<file path="src/rtl/wwdt_pkg.sv">
package wwdt_pkg;

  typedef enum logic [2:0] {
    WD_IDLE  = 3'd0,
    WD_SETUP = 3'd1,
    WD_FIRST = 3'd2,
    WD_WIN   = 3'd3,
    WD_HOLD  = 3'd4
  } wd_state_e;

  function automatic int unsigned wd_max(input int unsigned a, input int unsigned b);
    return (a > b) ? a : b;
  endfunction

endpackage

</file>
<file path="src/rtl/wwdt_rst_sync.sv">
module wwdt_rst_sync (
  input  logic clk_i,
  input  logic rst_ni,
  output logic rst_no
);
  logic [1:0] rs_q;

  always_ff @(posedge clk_i or negedge rst_ni) begin
    if (!rst_ni) rs_q <= 2'b00;
    else         rs_q <= {rs_q[0], 1'b1};
  end

  assign rst_no = rs_q[1];
endmodule

</file>
<file path="src/rtl/wwdt_edge_sync.sv">
module wwdt_edge_sync #(
  parameter int unsigned STAGES = 2
) (
  input  logic clk_i,
  input  logic rst_ni,
  input  logic async_i,
  output logic fall_o
);
  logic [STAGES-1:0] sy_q;
  logic [STAGES-1:0] sy_d;
  logic              prev_q;

  always_comb begin
    sy_d = {sy_q[STAGES-2:0], async_i};
  end

  always_ff @(posedge clk_i or negedge rst_ni) begin
    if (!rst_ni) begin
      sy_q   <= '1;
      prev_q <= 1'b1;
    end else begin
      sy_q   <= sy_d;
      prev_q <= sy_q[STAGES-1];
    end
  end

  assign fall_o = prev_q & ~sy_q[STAGES-1];
endmodule

</file>
<file path="src/rtl/wwdt_window_sel.sv">
module wwdt_window_sel #(
  parameter int unsigned CW    = 8,
  parameter int unsigned LO_M0 = 40,
  parameter int unsigned HI_M0 = 80,
  parameter int unsigned LO_M1 = 5,
  parameter int unsigned HI_M1 = 30,
  parameter int unsigned LO_M2 = 10,
  parameter int unsigned HI_M2 = 24,
  parameter int unsigned LO_M3 = 20,
  parameter int unsigned HI_M3 = 64
) (
  input  logic [1:0]    mode_i,
  output logic [CW-1:0] lo_o,
  output logic [CW-1:0] hi_o
);
  localparam int unsigned NMODES = 4;
  localparam int unsigned LO_TAB [NMODES] = '{LO_M0, LO_M1, LO_M2, LO_M3};
  localparam int unsigned HI_TAB [NMODES] = '{HI_M0, HI_M1, HI_M2, HI_M3};

  logic [CW-1:0] lo_tab [NMODES];
  logic [CW-1:0] hi_tab [NMODES];

  for (genvar g = 0; g < NMODES; g++) begin : g_tab
    assign lo_tab[g] = CW'(LO_TAB[g]);
    assign hi_tab[g] = CW'(HI_TAB[g]);
  end

  assign lo_o = lo_tab[mode_i];
  assign hi_o = hi_tab[mode_i];
endmodule

</file>
<file path="src/rtl/wwdt_core.sv">
module wwdt_core
  import wwdt_pkg::*;
#(
  parameter int unsigned CW          = 8,
  parameter int unsigned HOLD_TICKS  = 25,
  parameter int unsigned SETUP_TICKS = 3
) (
  input  logic          clk_i,
  input  logic          rst_ni,
  input  logic          active_i,
  input  logic          kick_fall_i,
  input  logic [CW-1:0] lo_i,
  input  logic [CW-1:0] hi_i,
  output wd_state_e     state_o,
  output logic [CW-1:0] cnt_o
);
  localparam logic [CW-1:0] SETUP_LAST = CW'(SETUP_TICKS - 1);
  localparam logic [CW-1:0] HOLD_LAST  = CW'(HOLD_TICKS - 1);
  localparam logic [CW-1:0] ONE        = CW'(1);

  wd_state_e     st_q, st_d;
  logic [CW-1:0] cnt_q, cnt_d;
  logic          cnt_en;
  logic [CW-1:0] hi_last;

  assign hi_last = hi_i - ONE;

  always_comb begin
    st_d  = st_q;
    cnt_d = cnt_q + ONE;
    if (!active_i) begin
      st_d  = WD_IDLE;
      cnt_d = '0;
    end else begin
      unique case (st_q)
        WD_IDLE: begin
          st_d  = WD_SETUP;
          cnt_d = '0;
        end
        WD_SETUP: begin
          if (cnt_q >= SETUP_LAST) begin
            st_d  = WD_FIRST;
            cnt_d = '0;
          end
        end
        WD_FIRST: begin
          if (kick_fall_i) begin
            st_d  = WD_WIN;
            cnt_d = '0;
          end else if (cnt_q >= hi_last) begin
            st_d  = WD_HOLD;
            cnt_d = '0;
          end
        end
        WD_WIN: begin
          if (kick_fall_i) begin
            st_d  = (cnt_q < lo_i) ? WD_HOLD : WD_WIN;
            cnt_d = '0;
          end else if (cnt_q >= hi_last) begin
            st_d  = WD_HOLD;
            cnt_d = '0;
          end
        end
        WD_HOLD: begin
          if (cnt_q >= HOLD_LAST) begin
            st_d  = WD_FIRST;
            cnt_d = '0;
          end
        end
        default: begin
          st_d  = WD_IDLE;
          cnt_d = '0;
        end
      endcase
    end
  end

  assign cnt_en = active_i || (cnt_q != '0);

  always_ff @(posedge clk_i or negedge rst_ni) begin
    if (!rst_ni) begin
      st_q <= WD_IDLE;
    end else begin
      st_q <= st_d;
    end
  end

  always_ff @(posedge clk_i or negedge rst_ni) begin
    if (!rst_ni) begin
      cnt_q <= '0;
    end else if (cnt_en) begin
      cnt_q <= cnt_d;
    end
  end

  assign state_o = st_q;
  assign cnt_o   = cnt_q;
endmodule

</file>
<file path="src/rtl/wwdt_ctrl.sv">
module wwdt_ctrl
  import wwdt_pkg::*;
#(
  parameter int unsigned LO_M0       = 40,
  parameter int unsigned HI_M0       = 80,
  parameter int unsigned LO_M1       = 5,
  parameter int unsigned HI_M1       = 30,
  parameter int unsigned LO_M2       = 10,
  parameter int unsigned HI_M2       = 24,
  parameter int unsigned LO_M3       = 20,
  parameter int unsigned HI_M3       = 64,
  parameter int unsigned HOLD_TICKS  = 25,
  parameter int unsigned SETUP_TICKS = 3,
  parameter int unsigned SYNC_STAGES = 2
) (
  input  logic       clk_i,
  input  logic       rst_ni,
  input  logic       kick_i,
  input  logic       enable_i,
  input  logic       sys_rst_i,
  input  logic [1:0] mode_i,
  output logic       fault_n_o,
  output logic       fault_oe_o
);
  localparam int unsigned HI_MAX  = wd_max(wd_max(HI_M0, HI_M1), wd_max(HI_M2, HI_M3));
  localparam int unsigned CNT_MAX = wd_max(HI_MAX, wd_max(HOLD_TICKS, SETUP_TICKS));
  localparam int unsigned CW      = $clog2(CNT_MAX + 1);

  logic          rst_n;
  logic          kick_fall;
  logic          active;
  logic [CW-1:0] lo;
  logic [CW-1:0] hi;
  wd_state_e     st;
  logic [CW-1:0] cnt;

  assign active = enable_i & ~sys_rst_i;

  wwdt_rst_sync u_rst (
    .clk_i  (clk_i),
    .rst_ni (rst_ni),
    .rst_no (rst_n)
  );

  wwdt_edge_sync #(.STAGES(SYNC_STAGES)) u_sync (
    .clk_i   (clk_i),
    .rst_ni  (rst_n),
    .async_i (kick_i),
    .fall_o  (kick_fall)
  );

  wwdt_window_sel #(
    .CW(CW),
    .LO_M0(LO_M0), .HI_M0(HI_M0), .LO_M1(LO_M1), .HI_M1(HI_M1),
    .LO_M2(LO_M2), .HI_M2(HI_M2), .LO_M3(LO_M3), .HI_M3(HI_M3)
  ) u_sel (
    .mode_i (mode_i),
    .lo_o   (lo),
    .hi_o   (hi)
  );

  wwdt_core #(
    .CW(CW), .HOLD_TICKS(HOLD_TICKS), .SETUP_TICKS(SETUP_TICKS)
  ) u_core (
    .clk_i       (clk_i),
    .rst_ni      (rst_n),
    .active_i    (active),
    .kick_fall_i (kick_fall),
    .lo_i        (lo),
    .hi_i        (hi),
    .state_o     (st),
    .cnt_o       (cnt)
  );

  assign fault_n_o  = !((st == WD_HOLD) && active);
  assign fault_oe_o = active;
endmodule

</file>
<file path="config.mk">
export PLATFORM = sky130hd
export DESIGN_NAME = wwdt_ctrl
export DESIGN_NICKNAME = d
export VERILOG_FILES = /design/src/rtl/wwdt_pkg.sv /design/src/rtl/wwdt_rst_sync.sv /design/src/rtl/wwdt_edge_sync.sv /design/src/rtl/wwdt_window_sel.sv /design/src/rtl/wwdt_core.sv /design/src/rtl/wwdt_ctrl.sv
export SDC_FILE = /design/constraint.sdc
export NUM_CORES = 1
export LEC_CHECK = 0
export BUFFER_PORTS_ARGS = -buffer_cell sky130_fd_sc_hd__buf_2
export CORE_MARGIN = 5
export CORE_UTILIZATION = 65
export CTS_BUF_LIST = sky130_fd_sc_hd__clkbuf_4 sky130_fd_sc_hd__clkbuf_8
export CTS_CLUSTER_DIAMETER = 120
export DETAILED_ROUTE_END_ITERATION = 16
export PLACE_DENSITY = 0.86
export SLEW_MARGIN = 5
export SYNTH_ARGS = -nofsm -noshare
export SYNTH_HDL_FRONTEND = slang
export SYNTH_SLANG_ARGS = --single-unit
</file>
<file path="constraint.sdc">
create_clock -name clk_i -period 1.3 [get_ports clk_i]
set_input_delay 0.065 -clock clk_i [delete_from_list [all_inputs] [get_ports clk_i]]
set_output_delay 0.065 -clock clk_i [all_outputs]
set_load 0.05 [all_outputs]
</file>
==> key figures, run 1 <==
STA
  • Post-GRT worst EP: u_core.cnt_o[4]$_DFFE_PN0P_/D
  • Worst endpoint type: sequential cell input

Outcome
  • Stopped at: global routing
  • Run Error: [ERROR DPL-0038] Utilization greater than 100%, impossible to legalize
  • Status: did not finish

Place
  • Hpwl dp: 2540 um
  • Gp weighted congestion: 0.960
  • Placement-stage cell area: 1390 um^2
  • Port bufs: 8
  • Setup WS pre-CTS: -618 ps

Logic synthesis
  • Most common cell in the synthesized netlist: nor2_1
  • Seq/Total Area, Yosys: 0.351
  • Area share of the largest cell type after synthesis: 0.278
  • Post-Synth Simple-Gate Area: 0.223
  • Compound-gate portion of the synthesized area: 0.171
  • Synth top area cells: dfrtp_1 (28%), ha_1 (15%), dfstp_2 (7.3%)
  • Post-synthesis net count: 132
  • Mapped cell area: 1080 um^2
  • Mux cell area share after synthesis: 0
  • Synth Flop Type: dfrtp_1
  • Synth unique cells: 37
  • Synth Area per Inst: 9.65 um^2
  • Synth Register Bits: 15
  • Number of flops mapped to enable cells by yosys: 0
  • Most frequent cells after synthesis: nor2_1 (14), ha_1 (13), dfrtp_1 (12)
  • Largest family of logic cells by synthesized area: simple AND/OR/NAND/NOR gates
  • Synth warn: 0
  • Post-Synth XOR/XNOR Area: 0.0567
  • Synth area leader: dfrtp_1
  • Synth Area in Adders: 0.150
  • Mapped Cells: 112
  • Asr flop ratio synth: 1.00

Clocking
  • H-tree Lvls: 1
  • CTS buffer count: 3
  • CTS max path bufs: 2
  • Sink Count: 15
  • Clock Tree Root: clkbuf_4

Die
  • Initial Utilization: 0.701
  • I/O pin count: 9
  • Row count: 14
  • Die X: 50.8 um
  • DIE HEIGHT: 50.8 um

Global routing
  • Largest net degree at the start of global routing: 14
## cells by family after synthesis
group | count (synthesis)
and+or+nand+nor | 42
adders and majority gates | 13
AOI/OAI and AO/OA | 22
buffers and inverters | 12
other | 1
DFF | 15
xor gates and xnor gates | 7
## repair_timing
item / in CTS
buffers inserted: 4
hold buffers: 2
endpoints found under the setup margin: 11
hold endpoints to repair: 3
resized for setup: 9
pin swaps: 3
## through the flow
| step | util | instances | TNS, ps |
|---|---|---|---|
| after floorplan | - | 112 | -5470 |
| after global placement | 0.899 | 167 | -4430 |
| after detailed placement | 0.899 | 167 | -5740 |
| after CTS | 0.971 | 177 | -5760 |
==> run 2, diff against run 1 <==
Settings changed: CORE_AREA set to 5 5 66 68, CORE_MARGIN 5 to unset, CORE_UTILIZATION 65 to unset, CTS_BUF_LIST sky130_fd_sc_hd__clkbuf_4 sky130_fd_sc_hd__clkbuf_8 to unset, CTS_CLUSTER_DIAMETER 120 to unset, DIE_AREA set to 0 0 71 73, PLACE_DENSITY 0.86 to unset, PLACE_DENSITY_LB_ADDON set to 0.15.
==> run 2 against run 1 <==
The flow now finishes, with violations (setup timing). Synthesized cell count unchanged. Area after synthesis unchanged.
==> key figures, run 2 <==
Power
  • Combinational share of power: 0.197
  • Clock Power Share: 0.342
  • Reg power frac: 0.461
  • NetSw: 0.275 mW
  • Peak VDD IR: 0.601 mV
  • Pwr/cell area: 650 nW/um^2
  • P_int: 0.804 mW
  • LEAKAGE: 0.732 nW
  • Net Sw Frac: 0.255

Place
  • Port bufs: 8
  • Gp weighted congestion: 0.773
  • Setup WS pre-CTS: -580 ps
  • Hpwl dp: 2070 um

STA
  • Clk_skew: 4.10 ps
  • Fin worst setup slack: -561 ps
  • Fmax: 0.537 GHz
  • Setup violators final: 11
  • Slew HR: 0.659
  • Hold slack: 129 ps
  • Final hold vios: 0
  • Setup_tns: -5220 ps
  • Unrepaired setup endpoints after global routing: true
  • Post-route clock period utilization: 1.43
  • Fin crit period: 1860 ps
  • Worst-margin pin slew: 512 ps
  • Slew Limit Fails: 0

Final layout
  • Commonest non-fill, non-tap cell in the layout: buf_4
  • Nets@finish: 183
  • FILL cells: 399
  • Max reg flops: 7
  • Commonest cells after routing, fill and taps aside: buf_4 (35), nor2_1 (13), dfrtp_1 (9)
  • Antenna cells: 0
  • Share of post-route cells with drive strength above 1: 0.494
  • Synthesis-to-layout area growth: 53.6%

Die
  • Row count: 23
  • I/O pin count: 9
  • Initial Utilization: 0.285
  • Die X: 71 um
  • DIE HEIGHT: 73 um
  • Core Area: 3800 um^2
  • Die area: 5180 um^2

Worst hold path
  • Worst hold-check path type: primary input to async pin

Clocking
  • Clk slew on worst S/H paths: 60 ps
  • Clock Latency Late Sink: 240 ps
  • CTS max path bufs: 2
  • Sink Count: 15
  • CTS tree: yes
  • H-tree Lvls: 1
  • CTS buffer count: 3
  • Clock Tree Root: clkbuf_8

Routing
  • Drt via density: 4.67
  • DRC Markers: 0
  • WL per Instance: 13.0 um
  • DRT Pass-1 Iters: 4
  • Routed WL: 2760 um
  • Initial DRC Count: 48
  • Via count: 989
  • Final ANT Viol Nets: 0

Logic synthesis
  • Synth area leader: dfrtp_1
  • Synth Area per Inst: 9.65 um^2
  • Mapped cell area: 1080 um^2
  • Area share of the largest cell type after synthesis: 0.278
  • Asr flop ratio synth: 1.00
  • Post-synthesis net count: 132
  • Mapped Cells: 112
  • Synth top area cells: dfrtp_1 (28%), ha_1 (15%), dfstp_2 (7.3%)
  • Synth unique cells: 37
  • Most common cell in the synthesized netlist: nor2_1
  • Synth warn: 0
  • Synth Flop Type: dfrtp_1
  • Synth Register Bits: 15
  • Number of flops mapped to enable cells by yosys: 0
  • Seq/Total Area, Yosys: 0.351
  • Most frequent cells after synthesis: nor2_1 (14), ha_1 (13), dfrtp_1 (12)

Critical path
  • Worst path arrival time: 2020 ps
  • Critical path class: flip-flop to flip-flop
  • Worst-path fanout max: 5
  • Element type at the critical path start: flip-flop
  • Worst EP required: 1460 ps
  • Setup crit end kind: flip-flop

Outcome
  • Failing checks: setup timing
  • Status: finished, violations left

Global routing
  • Tot GR Track Use: 0.108
  • GRT Residual Overflow: 0
  • Largest net degree at the start of global routing: 14
  • First-pass GRT wire length: 4460 um
  • Antenna violations before repair: 0
  • Vias in the first global route: 983

Flow run
  • Total of max-cap violations: 0
==> run 2: cells by family after synthesis <==
| kind of cell | Yosys count | share of synthesized area |
|---|---|---|
| buffers and inverters | 12 | 0.0440 |
| other | 1 | 0.00347 |
| and+or+nand+nor | 42 | 0.223 |
| DFF | 15 | 0.351 |
| adders and majority gates | 13 | 0.150 |
| xor gates and xnor gates | 7 | 0.0567 |
| AOI/OAI and AO/OA | 22 | 0.171 |
==> run 2: power groups by stage <==
stage | logic [mW] | clock network, mW | registers (mW)
final | 0.212 | 0.369 | 0.498
after global routing | 0.232 | 0.406 | 0.501
after global placement | 0.180 | 0 | 0.506
after CTS | 0.194 | 0.383 | 0.498
after floorplan | 0.105 | 0 | 0.504
after detailed placement | 0.182 | 0 | 0.506
==> run 2: final timing paths <==
path	from	end	slack (ps)	cells past startpoint
setup / recovery	u_core.cnt_o[3]	u_core.state_o[0]	-560	7
hold reg to reg	u_rst.rs_q[1]	u_core.cnt_o[0]	210	0
min in group clk_i	enable_i	u_core.state_o[2]	200	3
setup reg to reg	u_core.cnt_o[3]	u_core.state_o[0]	-560	7
hold / removal	rst_ni	u_rst.rs_q[1]	130	2
max in group asynchronous	u_rst.rs_q[1]	u_core.cnt_o[5]	720	0
==> run 2: critical path, stage by stage, from the launching register on <==
cell      delay, ps
dfrtp_2         460
buf_4           150
buf_4           120
ha_1            260
nand4b_1         90
a21o_1          210
a311o_1         320
o21ai_1         160
==> run 2: final cells by class <==
class | count | area, um^2 | area share
sequential | 15 | 383 | 0.231
inverter | 9 | 33.8 | 0.0203
clock buffer | 4 | 45.0 | 0.0271
timing repair buffer | 49 | 378 | 0.228
tap | 50 | 62.6 | 0.0377
multi-input combinational | 85 | 758 | 0.457
==> run 2: stage by stage <==
stage                     instances  power (mW)  instance area, um^2  utilization
final                           212        1.08                 1660        0.437
after detailed placement        199       0.689                 1410        0.372
after floorplan                 112       0.609                 1080            -
after global routing            212        1.14                 1660        0.437
after global placement          199       0.686                 1410        0.372
after CTS                       208        1.08                 1530        0.404
==> run 2: routing by layer <==
| metal | GRT usage | part of all wire |
|---|---|---|
| met1 | 0.136 | 0.46 |
| met5 | 0 | 0 |
| met2 | 0.195 | 0.51 |
| met4 | 0.0251 | 0.0076 |
| met3 | 0.0165 | 0.021 |
==> run 2: repair_timing <==
item                                   4_1_cts  5_1_grt
buffers inserted                             3        5
hold buffers                                 2        0
endpoints found under the hold margin        3        0
pin swaps                                    5        6
resized for setup                           10       15
setup endpoints to repair                   11       11
(Power assumes the default switching activity.)
==> run 3, diff against run 2 <==
Settings changed: ABC_AREA set to 1.
Clock period 1.3 ns to 2.36 ns, I/O delays scaled along.
==> run 3 against run 2 <==
The flow now finishes without violations. Global-route usage down 0.98 points. Sequential power down 44%. Combinational power down 63%. Largest power group unchanged.
==> key figures, run 3 <==
Outcome
  • Status: completed

Global routing
  • Vias in the first global route: 1022
  • Antenna violations before repair: 0
  • Largest net degree at the start of global routing: 14
  • GRT Residual Overflow: 0
  • First-pass GRT wire length: 4130 um
  • Tot GR Track Use: 0.0982

Routing
  • Via count: 955
  • Routed WL: 2240 um
  • DRT Pass-1 Iters: 4
  • Final ANT Viol Nets: 0
  • WL per Instance: 10.2 um
  • Drt via density: 4.36
  • DRC Markers: 0
  • Initial DRC Count: 44

STA
  • Slew HR: 0.645
  • Setup_tns: 0 ps
  • Final hold vios: 0
  • Setup violators final: 0
  • Unrepaired setup endpoints after global routing: false
  • Fin crit period: 1740 ps
  • Post-route clock period utilization: 0.739
  • Fmax: 0.573 GHz
  • Clk_skew: 3.11 ps
  • Slew Limit Fails: 0
  • Worst-margin pin slew: 532 ps

Critical path
  • Critical path class: flip-flop to flip-flop
  • CP max-delay cell: dfrtp_1
  • CP cell instances: ha_1 -> nand2_1 -> inv_1 -> a21oi_1 -> and2_1 -> nand2_1 -> nand2_4 -> nand2_4 -> nor3_2
  • Worst EP required: 2530 ps
  • Top delay family on crit path: simple AND/OR/NAND/NOR gates
  • Crit path largest cell delay: 460 ps
  • Worst-path fanout max: 6
  • Worst reg-to-reg setup slack: 620 ps
  • Element type at the critical path start: flip-flop
  • Worst path arrival time: 1910 ps
  • Setup crit end kind: flip-flop
  • Worst path buffer plus inverter count: 1

Logic synthesis
  • Mapped cell area: 1150 um^2
  • Mapped Cells: 155
  • Number of flops mapped to enable cells by yosys: 0
  • Post-synthesis net count: 175
  • Most frequent cells after synthesis: nand2_1 (39), inv_1 (19), nand3_1 (14), nor2_1 (14), ha_1 (13)
  • Synth Flop Type: dfrtp_1
  • Seq/Total Area, Yosys: 0.329
  • Synth area leader: dfrtp_1
  • Synth top area cells: dfrtp_1 (26%), ha_1 (14%), nand2_1 (13%)
  • Synth Register Bits: 15
  • Area share of the largest cell type after synthesis: 0.260
  • Most common cell in the synthesized netlist: nand2_1
  • Synth warn: 0
  • Synth unique cells: 26
  • Synth Area per Inst: 7.44 um^2
  • Asr flop ratio synth: 1.00

Worst hold path
  • Worst hold-check path type: primary input to flip-flop

Final layout
  • Max reg flops: 7
  • Synthesis-to-layout area growth: 14.6%
  • Design area: 1320 um^2
  • Commonest non-fill, non-tap cell in the layout: nand2_1
  • FILL cells: 424
  • Commonest cells after routing, fill and taps aside: nand2_1 (39), inv_1 (19), nor2_1 (14), nand3_1 (14), ha_1 (13)
  • Nets@finish: 190
  • Multi-input gate area: 681 um^2
  • Share of post-route cells with drive strength above 1: 0.219
  • FF+latch area: 379 um^2
  • Antenna cells: 0
  • Fin cells: 219

Die
  • I/O pin count: 9
  • Row count: 23
  • Core Area: 3800 um^2
  • Initial Utilization: 0.304
  • Die X: 71 um
  • Die area: 5180 um^2
  • DIE HEIGHT: 73 um

Place
  • Port bufs: 8
  • Placement-stage cell area: 1260 um^2
  • Cell Count Post-Placement: 213
  • Gp weighted congestion: 0.830
  • Hpwl dp: 1890 um

Clocking
  • # Post-CTS Setup Buffers: 0
  • H-tree Lvls: 1
  • CTS buffer count: 3
  • Post-CTS sizing: 0
  • CTS max path bufs: 2
  • Clk slew on worst S/H paths: 60 ps
  • CTS tree: yes
  • Clock Tree Root: clkbuf_8
  • Sink Count: 15
  • Clock Latency Late Sink: 240 ps

Power
  • LEAKAGE: 0.710 nW
  • Peak VDD IR: 0.249 mV
  • Pwr/cell area: 423 nW/um^2

Flow run
  • Total of max-cap violations: 0
run 3: routing by layer:
layer | part of all wire | global-route usage | up-vias
li1 | - | - | 516
met1 | 0.46 | 0.114 | 433
met2 | 0.52 | 0.180 | 4
met3 | 0.019 | 0.0138 | 2
met4 | 0.0071 | 0.0418 | 0
met5 | 0 | 0 | -
run 3: where the power goes:
part	switching [mW]	internal, mW
clock network	0.0875	0.117
registers	0.0102	0.267
logic	0.0483	0.0292
total	0.146	0.413
run 3: kinds of logic after synthesis:
kind of cell               share of synthesized area
AOI/OAI and AO/OA                             0.0455
other                                        0.00325
buffers and inverters                         0.0813
adders and majority gates                      0.141
xor gates and xnor gates                      0.0228
DFF                                            0.329
and+or+nand+nor                                0.377
run 3: timing repair:
item	in CTS	in global routing
endpoints found under the setup margin	0	0
hold buffers	2	0
hold endpoints to repair	3	0
run 3: stage by stage:
stage	hold WS [ps]	total power [mW]	setup slack, ps	util
finish	171	0.559	616	0.348
global route	180	0.598	482	0.348
CTS	164	0.573	613	0.348
detailed placement	-95.4	0.358	618	0.331
global placement	-97.7	0.358	665	0.331
floorplan	-178	0.337	784	-
run 3: path summary, 6_finish.rpt:
check                                 from                 to  cells past startpoint
max reg2reg                u_core.cnt_o[6]    u_core.cnt_o[2]                      9
min reg2reg                  u_rst.rs_q[1]    u_core.cnt_o[1]                      0
max                        u_core.cnt_o[6]    u_core.cnt_o[2]                      9
min in group asynchronous           rst_ni      u_rst.rs_q[1]                      2
min                              sys_rst_i  u_core.state_o[0]                      4
max in group asynchronous    u_rst.rs_q[1]      u_sync.prev_q                      0
run 3: worst reg2reg max path, delay by kind of cell (launching register included):
kind,cells,cell delay (ps)
AOI/OAI and AO/OA,1,210
DFF,1,460
and+or+nand+nor,6,620
adders and majority gates,1,340
buffers and inverters,1,40
run 3: area by class of cell:
cell class / instances / share of cell area
clock inverter: 1 / 0.00378
clock buffer: 3 / 0.0312
sequential: 15 / 0.287
timing repair buffer: 10 / 0.0454
inverter: 25 / 0.0710
multi-input combinational: 115 / 0.515
tap: 50 / 0.0473
==> run 4, diff against run 3 <==
Settings changed: ABC_AREA 1 to 0.
Clock period 2.36 ns to 1.4 ns, I/O delays scaled along.
==> run 4 against run 3 <==
Critical path depth fell by 2. Power rose by 81%. Highest routed layer unchanged. Cell count shrank 4.6%. Final area grew 23%. First-iteration DRC count rose by 23%. Count of clock-buffer cells in the layout unchanged. Largest power group unchanged. Setup slack got worse by 1100 ps. Global-route usage up 2.1 points. Flip-flop and latch count stayed put. Sequential power is 67% higher. Sequential share of layout area shrank 5.2 points. The flow now finishes with violations (setup timing).
==> key figures, run 4 (same netlist as run 2, synthesis figures left out) <==
Outcome
  • Status: finished, violations left
  • Failing checks: setup timing

Flow run
  • Total of max-cap violations: 0

Critical path
  • Top delay family on crit path: simple AND/OR/NAND/NOR gates
  • Reg-to-Reg Start: u_core.cnt_o[4]
  • Element type at the critical path start: flip-flop
  • Critical path class: flip-flop to flip-flop
  • Setup crit end kind: flip-flop
  • CP max-delay cell: dfrtp_2
  • Reg2reg end: u_core.state_o[2]
  • CP cell instances: buf_6 -> or4_4 -> nor4_4 -> a41o_4 -> buf_4 -> a311oi_2 -> nor4_2
  • Crit path largest cell delay: 450 ps
  • Worst reg-to-reg setup slack: -470 ps
  • Worst path arrival time: 2030 ps
  • Worst EP required: 1560 ps
  • R2r worst-path depth: 7
  • Worst path buffer plus inverter count: 2
  • Worst-path fanout max: 4

Global routing
  • Tot GR Track Use: 0.120
  • Largest net degree at the start of global routing: 14
  • GRT Residual Overflow: 0
  • Vias in the first global route: 1040
  • Antenna violations before repair: 0
  • First-pass GRT wire length: 4870 um

STA
  • Slew Limit Fails: 0
  • Fin crit period: 1870 ps
  • Clk_skew: 1.36 ps
  • Hold slack: 124 ps
  • Setup violators final: 10
  • Worst-margin pin slew: 555 ps
  • Slew HR: 0.630
  • Fin worst setup slack: -469 ps
  • Final hold vios: 0
  • Post-route clock period utilization: 1.33
  • Fmax: 0.535 GHz
  • Unrepaired setup endpoints after global routing: true

Die
  • I/O pin count: 9
  • Die X: 71 um
  • Die area: 5180 um^2
  • DIE HEIGHT: 73 um
  • Row count: 23
  • Core Area: 3800 um^2
  • Initial Utilization: 0.285

Place
  • Placement-stage cell area: 1410 um^2
  • Gp weighted congestion: 0.786
  • Port bufs: 8
  • Cell Count Post-Placement: 199
  • Setup WS pre-CTS: -463 ps
  • Hpwl dp: 2120 um

Final layout
  • Commonest non-fill, non-tap cell in the layout: buf_4
  • Nets@finish: 180
  • Antenna cells: 0
  • Max reg flops: 7
  • Share of post-route cells with drive strength above 1: 0.509
  • FILL cells: 387
  • Commonest cells after routing, fill and taps aside: buf_4 (34), nor2_1 (10), ha_1 (9), dfrtp_1 (9)
  • Synthesis-to-layout area growth: 50.8%
  • Fin cells: 209
  • Design area: 1630 um^2

Routing
  • Drt via density: 4.75
  • WL per Instance: 13.2 um
  • Via count: 993
  • DRC Markers: 0
  • Routed WL: 2760 um
  • Final ANT Viol Nets: 0
  • DRT Pass-1 Iters: 4
  • Initial DRC Count: 54

Power
  • Power Total: 1.01 mW
  • Peak VDD IR: 0.441 mV
  • NetSw: 0.267 mW
  • Combinational share of power: 0.198
  • Pwr/cell area: 619 nW/um^2
  • LEAKAGE: 0.723 nW
  • Net Sw Frac: 0.264
  • P_int: 0.743 mW
  • Clock Power Share: 0.345
  • Reg power frac: 0.458

Clocking
  • H-tree Lvls: 1
  • Clk slew on worst S/H paths: 60 ps
  • Sink Count: 15
  • CTS tree: yes
  • CTS max path bufs: 2
  • CTS buffer count: 3
  • Clock Tree Root: clkbuf_8
  • Clock Latency Late Sink: 240 ps

Worst hold path
  • Worst hold-check path type: primary input to async pin
## run 4: cell types whose count changed in the layout (fill, tap and decap cells not counted), sizes merged, moves of 3 or more
cell   before  now
inv        25    9
xnor2       1    5
nor3        6    3
buf         8   44
nand3      14    5
nor4        0    4
nor2       22   14
nand2      43    8
## run 4: routing by layer
layer	wire [um]	part of all wire	GRT usage
met2	1390	0.50	0.203
met4	40	0.014	0.0397
met5	0	0	0
met3	84	0.030	0.0248
met1	1250	0.45	0.152
## run 4: area by class of cell
class | count | area (um^2) | area share
Sequential cell | 15 | 383 | 0.235
Clock buffer | 3 | 41.3 | 0.0253
Multi-Input combinational cell | 85 | 761 | 0.467
Timing Repair Buffer | 46 | 344 | 0.211
Clock inverter | 1 | 5.00 | 0.00307
Inverter | 9 | 33.8 | 0.0207
Tap cell | 50 | 62.6 | 0.0384
## run 4: timing repair
action	in CTS	in global routing
setup endpoints to repair	11	11
setup buffers	1	4
resized for setup	7	19
hold buffers	2	0
endpoints found under the hold margin	3	0
pin swaps	2	9
## run 4: through the flow
| stage | util | TNS (ps) |
|---|---|---|
| after floorplan | - | -4470 |
| after global placement | 0.372 | -4180 |
| after detailed placement | 0.372 | -4430 |
| after CTS | 0.398 | -4420 |
| after global routing | 0.429 | -5550 |
| final | 0.429 | -4360 |
## run 4: power by group through the flow
stage	combinational, mW	sequential (mW)	clock (mW)
after floorplan	0.0973	0.468	0
after global placement	0.167	0.470	0
after detailed placement	0.169	0.471	0
after CTS	0.180	0.463	0.362
after global routing	0.220	0.465	0.397
final	0.200	0.462	0.348
## run 4: worst max path at each step
stage / from / cells after the start / slack, ps / to
finish: u_core.cnt_o[4] / 7 / -470 / u_core.state_o[2]
global route: u_core.cnt_o[4] / 6 / -580 / u_core.cnt_o[0]
CTS: u_core.cnt_o[4] / 6 / -460 / u_core.cnt_o[0]
detailed placement: u_core.cnt_o[4] / 8 / -460 / u_core.cnt_o[5]
global placement: u_core.cnt_o[4] / 8 / -440 / u_core.cnt_o[3]
floorplan: u_core.cnt_o[0] / 7 / -470 / u_core.cnt_o[0]
